$ cat config.mk
export PLATFORM = sky130hd
export DESIGN_NAME = trigCond
export DESIGN_NICKNAME = d
export VERILOG_FILES = /design/src/rtl/trigCond_pkg.sv /design/src/rtl/trigCondCtrl.sv /design/src/rtl/trigCondPath.sv /design/src/rtl/trigCondTap.sv /design/src/rtl/trigCond.sv
export SDC_FILE = /design/constraint.sdc
export NUM_CORES = 1
export LEC_CHECK = 0
export BUFFER_PORTS_ARGS = -buffer_cell sky130_fd_sc_hd__buf_2
export CORE_ASPECT_RATIO = 0.6
export CORE_MARGIN = 3
export CORE_UTILIZATION = 50
export CTS_BUF_LIST = sky130_fd_sc_hd__clkbuf_8 sky130_fd_sc_hd__clkbuf_16
export CTS_CLUSTER_SIZE = 10
export DETAILED_ROUTE_END_ITERATION = 6
export PLACE_DENSITY = 0.82
export SYNTH_ARGS = -nofsm -noshare
export SYNTH_HDL_FRONTEND = slang
export SYNTH_SLANG_ARGS = --single-unit
$ cat constraint.sdc
create_clock -name clk -period 3.42 [get_ports clk]
set_clock_uncertainty 0.2 [all_clocks]
set_input_delay 0.513 -clock clk [delete_from_list [all_inputs] [get_ports clk]]
set_output_delay 0.513 -clock clk [all_outputs]
set_load 0.02 [all_outputs]
$ cat src/rtl/trigCond_pkg.sv
package trigCond_pkg;
  // Per-channel strobes from the edge/thinning control to the datapath
  typedef struct packed {
    logic loadWidth;   // a rising edge of the delayed signal was seen
    logic passPulse;   // this edge is the one that survives thinning
  } chStrobe_t;
endpackage

$ cat src/rtl/trigCondCtrl.sv
module trigCondCtrl
  import trigCond_pkg::*;
#(
  parameter int NUM_CH  = 4,
  parameter int SCALE_W = 3
) (
  input  logic                        clk,
  input  logic                        rstN,
  input  logic [NUM_CH-1:0]           delayed,
  input  logic [NUM_CH*SCALE_W-1:0]   scaleCfg,
  input  logic                        vetoSync,
  output chStrobe_t [NUM_CH-1:0]      strobes,
  output logic                        vetoLoad
);
  localparam int CNT_W = (1 << SCALE_W) - 1;

  logic [NUM_CH-1:0] delayedPrev;
  logic              vetoPrev;

  always_ff @(posedge clk or negedge rstN) begin
    if (!rstN) begin
      delayedPrev <= '0;
      vetoPrev    <= 1'b0;
    end else begin
      delayedPrev <= delayed;
      vetoPrev    <= vetoSync;
    end
  end

  assign vetoLoad = vetoSync & ~vetoPrev;

  for (genvar ch = 0; ch < NUM_CH; ch++) begin : g_scale
    logic [CNT_W-1:0]   edgeCnt;
    logic [CNT_W-1:0]   nextCnt;
    logic [CNT_W-1:0]   mask;
    logic [SCALE_W-1:0] nSel;
    logic               rise;

    assign nSel    = scaleCfg[ch*SCALE_W +: SCALE_W];
    assign mask    = ~({CNT_W{1'b1}} << nSel);
    assign rise    = delayed[ch] & ~delayedPrev[ch];
    assign nextCnt = (edgeCnt + 1'b1) & mask;

    always_ff @(posedge clk or negedge rstN) begin
      if (!rstN)     edgeCnt <= '0;
      else if (rise) edgeCnt <= nextCnt;
    end

    assign strobes[ch].loadWidth = rise;
    assign strobes[ch].passPulse = rise && (nextCnt == '0);
  end
endmodule

$ cat src/rtl/trigCondPath.sv
module trigCondPath
  import trigCond_pkg::*;
#(
  parameter int NUM_CH     = 4,
  parameter int DLY_W      = 4,
  parameter int DLY_TICKS  = 1,
  parameter int WID_W      = 4,
  parameter int WID_BASE   = 1,
  parameter int WID_TICKS  = 1,
  parameter int VETO_W     = 4,
  parameter int VETO_TICKS = 1
) (
  input  logic                       clk,
  input  logic                       rstN,
  input  logic [NUM_CH-1:0]          chanIn,
  input  logic [NUM_CH-1:0]          chanEn,
  input  logic [NUM_CH*DLY_W-1:0]    delayCfg,
  input  logic [NUM_CH*WID_W-1:0]    widthCfg,
  input  logic                       vetoIn,
  input  logic [VETO_W-1:0]          vetoWidthCfg,
  input  chStrobe_t [NUM_CH-1:0]     strobes,
  input  logic                       vetoLoad,
  output logic [NUM_CH-1:0]          synced,
  output logic [NUM_CH-1:0]          delayed,
  output logic [NUM_CH-1:0]          stretched,
  output logic [NUM_CH-1:0]          chanOut,
  output logic                       vetoSync,
  output logic                       vetoStretch
);
  localparam int DLY_MAX  = ((1 << DLY_W) - 1) * DLY_TICKS;
  localparam int TAP_W    = $clog2(DLY_MAX + 1);
  localparam int LINE_LEN = 1 << TAP_W;
  localparam int WID_MAX  = WID_BASE + ((1 << WID_W) - 1) * WID_TICKS;
  localparam int WCNT_W   = $clog2(WID_MAX + 1);
  localparam int VETO_MAX = ((1 << VETO_W) - 1) * VETO_TICKS;
  localparam int VCNT_W   = (VETO_MAX < 1) ? 1 : $clog2(VETO_MAX + 1);

  // Stage 1: capture with enable
  always_ff @(posedge clk or negedge rstN) begin
    if (!rstN) synced <= '0;
    else       synced <= chanIn & chanEn;
  end

  for (genvar ch = 0; ch < NUM_CH; ch++) begin : g_chan
    logic [LINE_LEN-1:0] line;
    logic [TAP_W-1:0]    tapPos;
    logic [WCNT_W-1:0]   wCnt;
    logic                passFlag;

    // Stage 2: delay line with a selectable tap
    always_ff @(posedge clk or negedge rstN) begin
      if (!rstN) line <= '0;
      else       line <= {line[LINE_LEN-2:0], synced[ch]};
    end

    assign tapPos      = TAP_W'(32'(delayCfg[ch*DLY_W +: DLY_W]) * DLY_TICKS);
    assign delayed[ch] = (tapPos == '0) ? synced[ch] : line[tapPos - 1'b1];

    // Stage 3: fixed-length stretch restarted on every rising edge
    // Stage 4: the thinning decision is held for the whole stretched pulse
    always_ff @(posedge clk or negedge rstN) begin
      if (!rstN) begin
        wCnt     <= '0;
        passFlag <= 1'b0;
      end else if (strobes[ch].loadWidth) begin
        wCnt     <= WCNT_W'(WID_BASE + 32'(widthCfg[ch*WID_W +: WID_W]) * WID_TICKS);
        passFlag <= strobes[ch].passPulse;
      end else if (wCnt != '0) begin
        wCnt     <= wCnt - 1'b1;
      end
    end

    assign stretched[ch] = (wCnt != '0);
    assign chanOut[ch]   = stretched[ch] & passFlag;
  end

  // Veto capture and stretch
  logic [VCNT_W-1:0] vCnt;

  always_ff @(posedge clk or negedge rstN) begin
    if (!rstN) begin
      vetoSync <= 1'b0;
      vCnt     <= '0;
    end else begin
      vetoSync <= vetoIn;
      if (vetoLoad)        vCnt <= VCNT_W'(32'(vetoWidthCfg) * VETO_TICKS);
      else if (vCnt != '0) vCnt <= vCnt - 1'b1;
    end
  end

  assign vetoStretch = vetoSync | (vCnt != '0);
endmodule

$ cat src/rtl/trigCondTap.sv
module trigCondTap #(
  parameter int NUM_CH = 4
) (
  input  logic [NUM_CH-1:0] synced,
  input  logic [NUM_CH-1:0] delayed,
  input  logic [NUM_CH-1:0] stretched,
  input  logic [NUM_CH-1:0] chanOut,
  input  logic              startOr,
  input  logic              vetoStretch,
  input  logic              antiCoinc,
  input  logic [7:0]        tapSel,
  output logic              tapOut
);
  // The four per-channel groups must fit below index 127
  logic [255:0] taps;

  always_comb begin
    taps                      = '0;
    taps[0 +: NUM_CH]         = synced;
    taps[NUM_CH +: NUM_CH]    = delayed;
    taps[2*NUM_CH +: NUM_CH]  = stretched;
    taps[3*NUM_CH +: NUM_CH]  = chanOut;
    taps[127]                 = startOr;
    taps[128]                 = vetoStretch;
    taps[129]                 = antiCoinc;
  end

  assign tapOut = taps[tapSel];
endmodule

$ cat src/rtl/trigCond.sv
module trigCond
  import trigCond_pkg::*;
#(
  parameter int NUM_CH     = 4,
  parameter int DLY_W      = 4,
  parameter int DLY_TICKS  = 1,
  parameter int WID_W      = 4,
  parameter int WID_BASE   = 1,
  parameter int WID_TICKS  = 1,
  parameter int SCALE_W    = 3,
  parameter int VETO_W     = 4,
  parameter int VETO_TICKS = 1
) (
  input  logic                      clk,
  input  logic                      rstN,
  input  logic [NUM_CH-1:0]         chanIn,
  input  logic [NUM_CH-1:0]         chanEn,
  input  logic [NUM_CH*DLY_W-1:0]   delayCfg,
  input  logic [NUM_CH*WID_W-1:0]   widthCfg,
  input  logic [NUM_CH*SCALE_W-1:0] scaleCfg,
  input  logic                      vetoIn,
  input  logic [VETO_W-1:0]         vetoWidthCfg,
  input  logic [7:0]                tapSel,
  output logic [NUM_CH-1:0]         chanOut,
  output logic                      startOr,
  output logic                      vetoStretch,
  output logic                      antiCoinc,
  output logic                      tapOut
);
  chStrobe_t [NUM_CH-1:0] strobes;
  logic                   vetoLoad;
  logic                   vetoSync;
  logic [NUM_CH-1:0]      synced;
  logic [NUM_CH-1:0]      delayed;
  logic [NUM_CH-1:0]      stretched;

  trigCondCtrl #(
    .NUM_CH (NUM_CH),
    .SCALE_W(SCALE_W)
  ) u_ctrl (
    .clk     (clk),
    .rstN    (rstN),
    .delayed (delayed),
    .scaleCfg(scaleCfg),
    .vetoSync(vetoSync),
    .strobes (strobes),
    .vetoLoad(vetoLoad)
  );

  trigCondPath #(
    .NUM_CH    (NUM_CH),
    .DLY_W     (DLY_W),
    .DLY_TICKS (DLY_TICKS),
    .WID_W     (WID_W),
    .WID_BASE  (WID_BASE),
    .WID_TICKS (WID_TICKS),
    .VETO_W    (VETO_W),
    .VETO_TICKS(VETO_TICKS)
  ) u_path (
    .clk         (clk),
    .rstN        (rstN),
    .chanIn      (chanIn),
    .chanEn      (chanEn),
    .delayCfg    (delayCfg),
    .widthCfg    (widthCfg),
    .vetoIn      (vetoIn),
    .vetoWidthCfg(vetoWidthCfg),
    .strobes     (strobes),
    .vetoLoad    (vetoLoad),
    .synced      (synced),
    .delayed     (delayed),
    .stretched   (stretched),
    .chanOut     (chanOut),
    .vetoSync    (vetoSync),
    .vetoStretch (vetoStretch)
  );

  assign startOr   = |chanOut;
  assign antiCoinc = startOr & ~vetoStretch;

  trigCondTap #(
    .NUM_CH(NUM_CH)
  ) u_tap (
    .synced     (synced),
    .delayed    (delayed),
    .stretched  (stretched),
    .chanOut    (chanOut),
    .startOr    (startOr),
    .vetoStretch(vetoStretch),
    .antiCoinc  (antiCoinc),
    .tapSel     (tapSel),
    .tapOut     (tapOut)
  );
endmodule

== Yosys cells after proc, flatten, opt, wreduce, memory -nomap -nowiden ==
Index checks and enable logic that the tools add are counted.
Operators by class
  multiplexer cells: 24
  $add $sub $neg: 17
  bitwise logic cells: 26
  reduce and logical (&&, ||, !) cells: 23
  order comparisons: 5
  shifts and indexed selects: 4
Operator list (count)
  5-bit two-way mux: 8
  7-bit by 1-bit adder with 7-bit output, second input constant: 4
  7-bit bitwise AND: 4
  7-bit logical NOT: 4
  7-bit inverter: 4
  7-bit by 3-bit << shifter with 7-bit output, first input constant: 4
  1-bit by 4-bit adder with 5-bit output, first input constant: 4
  4-bit by 5-bit less-than comparator with 1-bit output, second input constant: 4
  5-bit nonzero test: 4
  4-bit by 1-bit subtractor with 4-bit output, second input constant: 5
  5-bit by 1-bit subtractor with 5-bit output, second input constant: 4
  1-bit binary-select mux with 4-bit select: 4
  4-bit logical NOT: 4
  1-bit bitwise AND: 10
  2-bit nonzero test: 5
  8-bit by 9-bit less-than comparator with 1-bit output, second input constant: 1
  1-bit two-way mux: 9
  1-bit binary-select mux with 8-bit select: 1
  4-bit two-way mux: 2
  1-bit inverter: 6
  4-bit bitwise AND: 1
  1-bit logical AND: 4
  4-bit nonzero test: 1
  4-bit OR reduction: 1
  1-bit OR: 1
Word-level totals
  bits in registers: 130
  output and inout bits: 8

== Logic depth before layout (Yosys ltp) ==
  word-level depth: 6
  mapped depth: 12
  gate-level depth less buffers: 9

== By module ==
From an unflattened synthesis, not the netlist that was laid out.
Second synthesis, totals
  cells, all modules: 598
  area total of the unflattened synthesis: 6576.3 µm²
By module, submodules not included
  trigCondPath: sequential area each 2427.3 µm², times used 1, area each 4296.6 µm², cells an instance 336
  trigCondCtrl: sequential area each 825.8 µm², times used 1, area each 2053.2 µm², cells an instance 237
  trigCondTap: sequential area each 0.0 µm², times used 1, area each 201.4 µm², cells an instance 23
  trigCond: sequential area each 0.0 µm², times used 1, area each 25.0 µm², cells an instance 2

== Worst setup path after synthesis ==
OpenSTA, ideal clock, no wires.
  kind: input-to-output
  start: input port delayCfg[8]
  end: output port tapOut
  setup slack: 0.336 ns
  required time: 2.707 ns
  cell stages on the path: 10
  arrival time: 2.371 ns
  path through: buf_2 inv_1 ha_1 mux4_2 mux2i_1 a32oi_1 o211ai_2 nand3_1 o211ai_1 a31oi_1
Between the ends
  word-level cells in the longest chain between the ends: 6
Ends and longest elaborated chain
  start, declared: RTL line trigCond.sv:18  | input logic [NUM_CH*DLY_W-1:0] delayCfg,
  4-bit by 1-bit subtractor with 4-bit output: RTL line trigCondPath.sv:57  | assign delayed[ch] = (tapPos == '0) ? synced[ch] : line[tapPos - 1'b1];
  1-bit binary-select mux with 4-bit select: RTL line trigCondPath.sv:57
  1-bit two-way mux (implied by the code): RTL line trigCondPath.sv:57
  1-bit two-way mux (*): RTL line trigCondPath.sv:57
  1-bit binary-select mux with 8-bit select (*): RTL line trigCondTap.sv:28  | assign tapOut = taps[tapSel];
  1-bit two-way mux (implied by the code) (*): RTL line trigCondTap.sv:28
  end, declared: RTL line trigCond.sv:28  | output logic tapOut
Every way passes the cells marked *; elsewhere a longest branch is shown, timed or not. The select of a mux whose other input is x is not followed.

== Final worst setup path ==
  start: register u_path.g_chan[3].wCnt[0]
  end: output port tapOut
Between the ends
  word-level cells in the longest chain between the ends: 6
Ends and longest elaborated chain
  start, declared: RTL line trigCondPath.sv:47  | logic [WCNT_W-1:0] wCnt;
  start signal, assigned: RTL line trigCondPath.sv:66  | wCnt <= WCNT_W'(WID_BASE + 32'(widthCfg[ch*WID_W +: WID_W]) * WID_TICKS);
  start signal, assigned: RTL line trigCondPath.sv:69  | wCnt <= wCnt - 1'b1;
  5-bit nonzero test (*): RTL line trigCondPath.sv:73  | assign stretched[ch] = (wCnt != '0);
  1-bit bitwise AND: RTL line trigCondPath.sv:74  | assign chanOut[ch] = stretched[ch] & passFlag;
  4-bit OR reduction: RTL line trigCond.sv:78  | assign startOr = |chanOut;
  1-bit bitwise AND: RTL line trigCond.sv:79  | assign antiCoinc = startOr & ~vetoStretch;
  1-bit binary-select mux with 8-bit select (*): RTL line trigCondTap.sv:28
  1-bit two-way mux (implied by the code) (*): RTL line trigCondTap.sv:28
Marked as above.

==> flow_metrics.env <==
export IMPL_status="finished, final reports clean"
export IMPL_drive_gt1_frac=0.270
export IMPL_critPathMaxFanout=4
export IMPL_async_reset_ff_frac=1.00
export IMPL_final_cell_mix="130 x dfrtp_1, 71 x buf_2, 42 x nand2_1, 42 x nor2_1, 37 x o21ai_0"
export IMPL_numPortBuffers=74
export IMPL_cts_root_buf="clkbuf_16"
export IMPL_whs_ns=0.0209
export IMPL_path_buf_inv=2
export IMPL_reg2reg_depth=7
export IMPL_min_from="vetoIn"
export IMPL_nNetsFinal=791
export IMPL_synth_warnings=0
export IMPL_drt_pass1_iterations=4
export IMPL_cp_end_kind="primary output"
export IMPL_critical_path_class="reg2out"
export IMPL_cp_arrival_ns=2.69
export IMPL_grt_pass1_wl_um=25000
export IMPL_rsz0062_at_grt="true"
export IMPL_cp_required_ns=2.71
export IMPL_die_w_um=154
export IMPL_r2r_end="u_path.g_chan[2].passFlag"
export IMPL_gp_congestion=0.859
export IMPL_clk_latency_ns=0.42
export IMPL_num_rows=31
export IMPL_clkTransAtPathRegs_ns=0.06
export IMPL_coreArea_mm2=0.0125
export IMPL_drt_wl_total_um=15100
export IMPL_min_to="u_path.vetoSync"
export IMPL_cts_buffers=17
export IMPL_chipHeight_um=95.1
export IMPL_power_density_mw_per_mm2=703
export IMPL_ys_types=54
export IMPL_setup_viol=0
export IMPL_wire_per_inst_um=17.3
export IMPL_cts_htree_levels=4
export IMPL_synth_edf_count=0
export IMPL_synth_seq_area_share=0.492
export IMPL_synth_top_flop_cell="dfrtp_1"
export IMPL_grt_max_degree=91
export IMPL_rr_startpoint="u_ctrl.g_scale[2].edgeCnt[0]"
export IMPL_finalSetupTns_ns=0
export IMPL_max_cap_viol_count=0
export IMPL_slowest_stage="or4b_4"
export IMPL_num_antenna_cells=0
export IMPL_grt_usage=0.217
export IMPL_io_pins=75
export IMPL_fin_area_mm2=0.00797
export IMPL_hold_depth=1
export IMPL_critPathMaxStageDelay_ns=0.50
export IMPL_drc=0
export IMPL_area_delta_synth_final_pct=20.5
export IMPL_hold_class="in2reg"
export IMPL_drv_slew=0
export IMPL_setup_slack_ns=0.0144
export IMPL_fin_cells=876
export IMPL_fmax_mhz=294
export IMPL_dieArea_mm2=0.0147
export IMPL_min_period_ns=3.41
export IMPL_vias=4994
export IMPL_grt_overflow_total=0
export IMPL_max_vdd_ir_drop_mv=0.325
export IMPL_max_slew_margin_rel=0.321
export IMPL_startpoint_type="register"
export IMPL_leakage_nw=3.71
export IMPL_place_area_mm2=0.00713
export IMPL_antenna_found_initial=0
export IMPL_synth_seq_cells=130
export IMPL_r2r_slack_ns=0.75
export IMPL_fin_crit_sh=0.996
export IMPL_synthCells=603
export IMPL_cts_buffer_depth=2
export IMPL_cts_sinks=130
export IMPL_drt_initial_drc_count=223
export IMPL_avgSynthCellArea_um2=11.0
export IMPL_dpl_hpwl_um=10200
export IMPL_first_global_vias=5104
export IMPL_place_ws_ns=0.0332
export IMPL_syn_area_mm2=0.00661
export IMPL_placed_cells=826
export IMPL_cp_cell_sequence="inv_2 > ha_4 > or4b_4 > mux4_2 > nor2_1 > a21oi_1 > o21ai_1 > a22o_1 > a31oi_2 > buf_4"
export IMPL_via_per_inst=5.70
export IMPL_hold_viol=0
export IMPL_syn_nets=696
export IMPL_initial_utilization=0.530
export IMPL_crit_family="simple AND/OR/NAND/NOR gates"
export IMPL_worst_slew_pin_slew_ns=0.992
export IMPL_layout_commonest_cell="dfrtp_1"
export IMPL_ant_nets=0
export IMPL_cts_tree="done"
[what timing repair did]
action | in CTS | in global routing
setup endpoints to repair | 1 | 1
hold buffers | 1 | 0
endpoints found under the hold margin | 40 | 0
pin swaps | 4 | 4
buffers inserted | 15 | 2
gates resized for setup | 23 | 9
[sequential cells by signal, summed over array words and instances, names as in the netlist]
register	count
u_ctrl.vetoPrev	1
u_path.synced	4
u_path.g_chan.line	64
u_ctrl.g_scale.edgeCnt	28
u_path.vetoSync	1
u_ctrl.delayedPrev	4
u_path.g_chan.passFlag	4
u_path.vCnt	4
u_path.g_chan.wCnt	20
[where the power goes]
part / switching [W] / total [W] / internal [W] / leakage, nW
Clock: 0.000674 / 0.00177 / 0.00110 / 0.292
Combinational: 0.000887 / 0.00171 / 0.000825 / 1.76
Sequential: 0.000286 / 0.00212 / 0.00183 / 1.66
[cells in the mapped netlist, types with 12 or more instances]
library cell | n | area [µm²]
dfrtp_1 | 130 | 3250
nand2_1 | 42 | 158
nor2_1 | 42 | 158
inv_1 | 40 | 150
o21ai_0 | 38 | 190
a21oi_1 | 34 | 170
ha_1 | 26 | 325
xor2_1 | 26 | 228
nand3_1 | 25 | 125
xnor2_1 | 20 | 175
mux4_2 | 16 | 360
mux2_2 | 12 | 135
nor3_1 | 12 | 60.1
[final cells by class]
| type | instances | area [µm²] |
|---|---|---|
| inverters | 40 | 150 |
| multi-input cells | 409 | 3200 |
| well taps | 165 | 206 |
| clock inverters | 13 | 120 |
| repair buffers | 100 | 588 |
| clock buffers | 19 | 453 |
| fillers | 939 | 4520 |
| flip-flops and latches | 130 | 3250 |
[stage by stage]
stage | util | power, W
after CTS | 0.632 | 0.00552
after global routing | 0.638 | 0.00594
final | 0.638 | 0.00560
after detailed placement | 0.571 | 0.00356
after floorplan | - | 0.00315
after global placement | 0.571 | 0.00344
[kinds of logic after synthesis]
family	synth area share
and+or+nand+nor	0.134
muxes	0.110
AOI/OAI and AO/OA	0.111
xor gates and xnor gates	0.0609
DFF	0.492
buffers and inverters	0.0428
adders and majority gates	0.0492
[routing by layer]
layer / vias to the layer above / track usage / routed length [µm]
li1: 2338 / - / -
met1: 2473 / 0.288 / 6820
met2: 154 / 0.348 / 7180
met3: 29 / 0.0531 / 839
met4: 0 / 0.0860 / 296
met5: - / 0 / 0
[worst max path at each step]
stage               endpoint                     start  slack [ns]  depth (start not counted)
detailed placement    tapOut               delayCfg[8]        0.03                         11
CTS                   tapOut  u_path.g_chan[1].wCnt[1]       0.005                         10
global placement      tapOut               delayCfg[0]        0.14                         11
global route          tapOut  u_path.g_chan[1].wCnt[0]       -0.03                         10
finish                tapOut  u_path.g_chan[3].wCnt[0]        0.01                         10
floorplan             tapOut               delayCfg[8]        0.34                         10
[worst reg2reg max path, delay by kind of cell (launching register included)]
kind,cells,cell delay [ns]
XOR/XNOR,1,0.14
adder cells (fa/ha/maj),1,0.24
AND/OR/NAND/NOR,3,0.46
multiplexers,1,0.32
AO/OA/AOI/OAI,1,0.85
flip-flops,1,0.40
(Power assumes the default switching activity.)
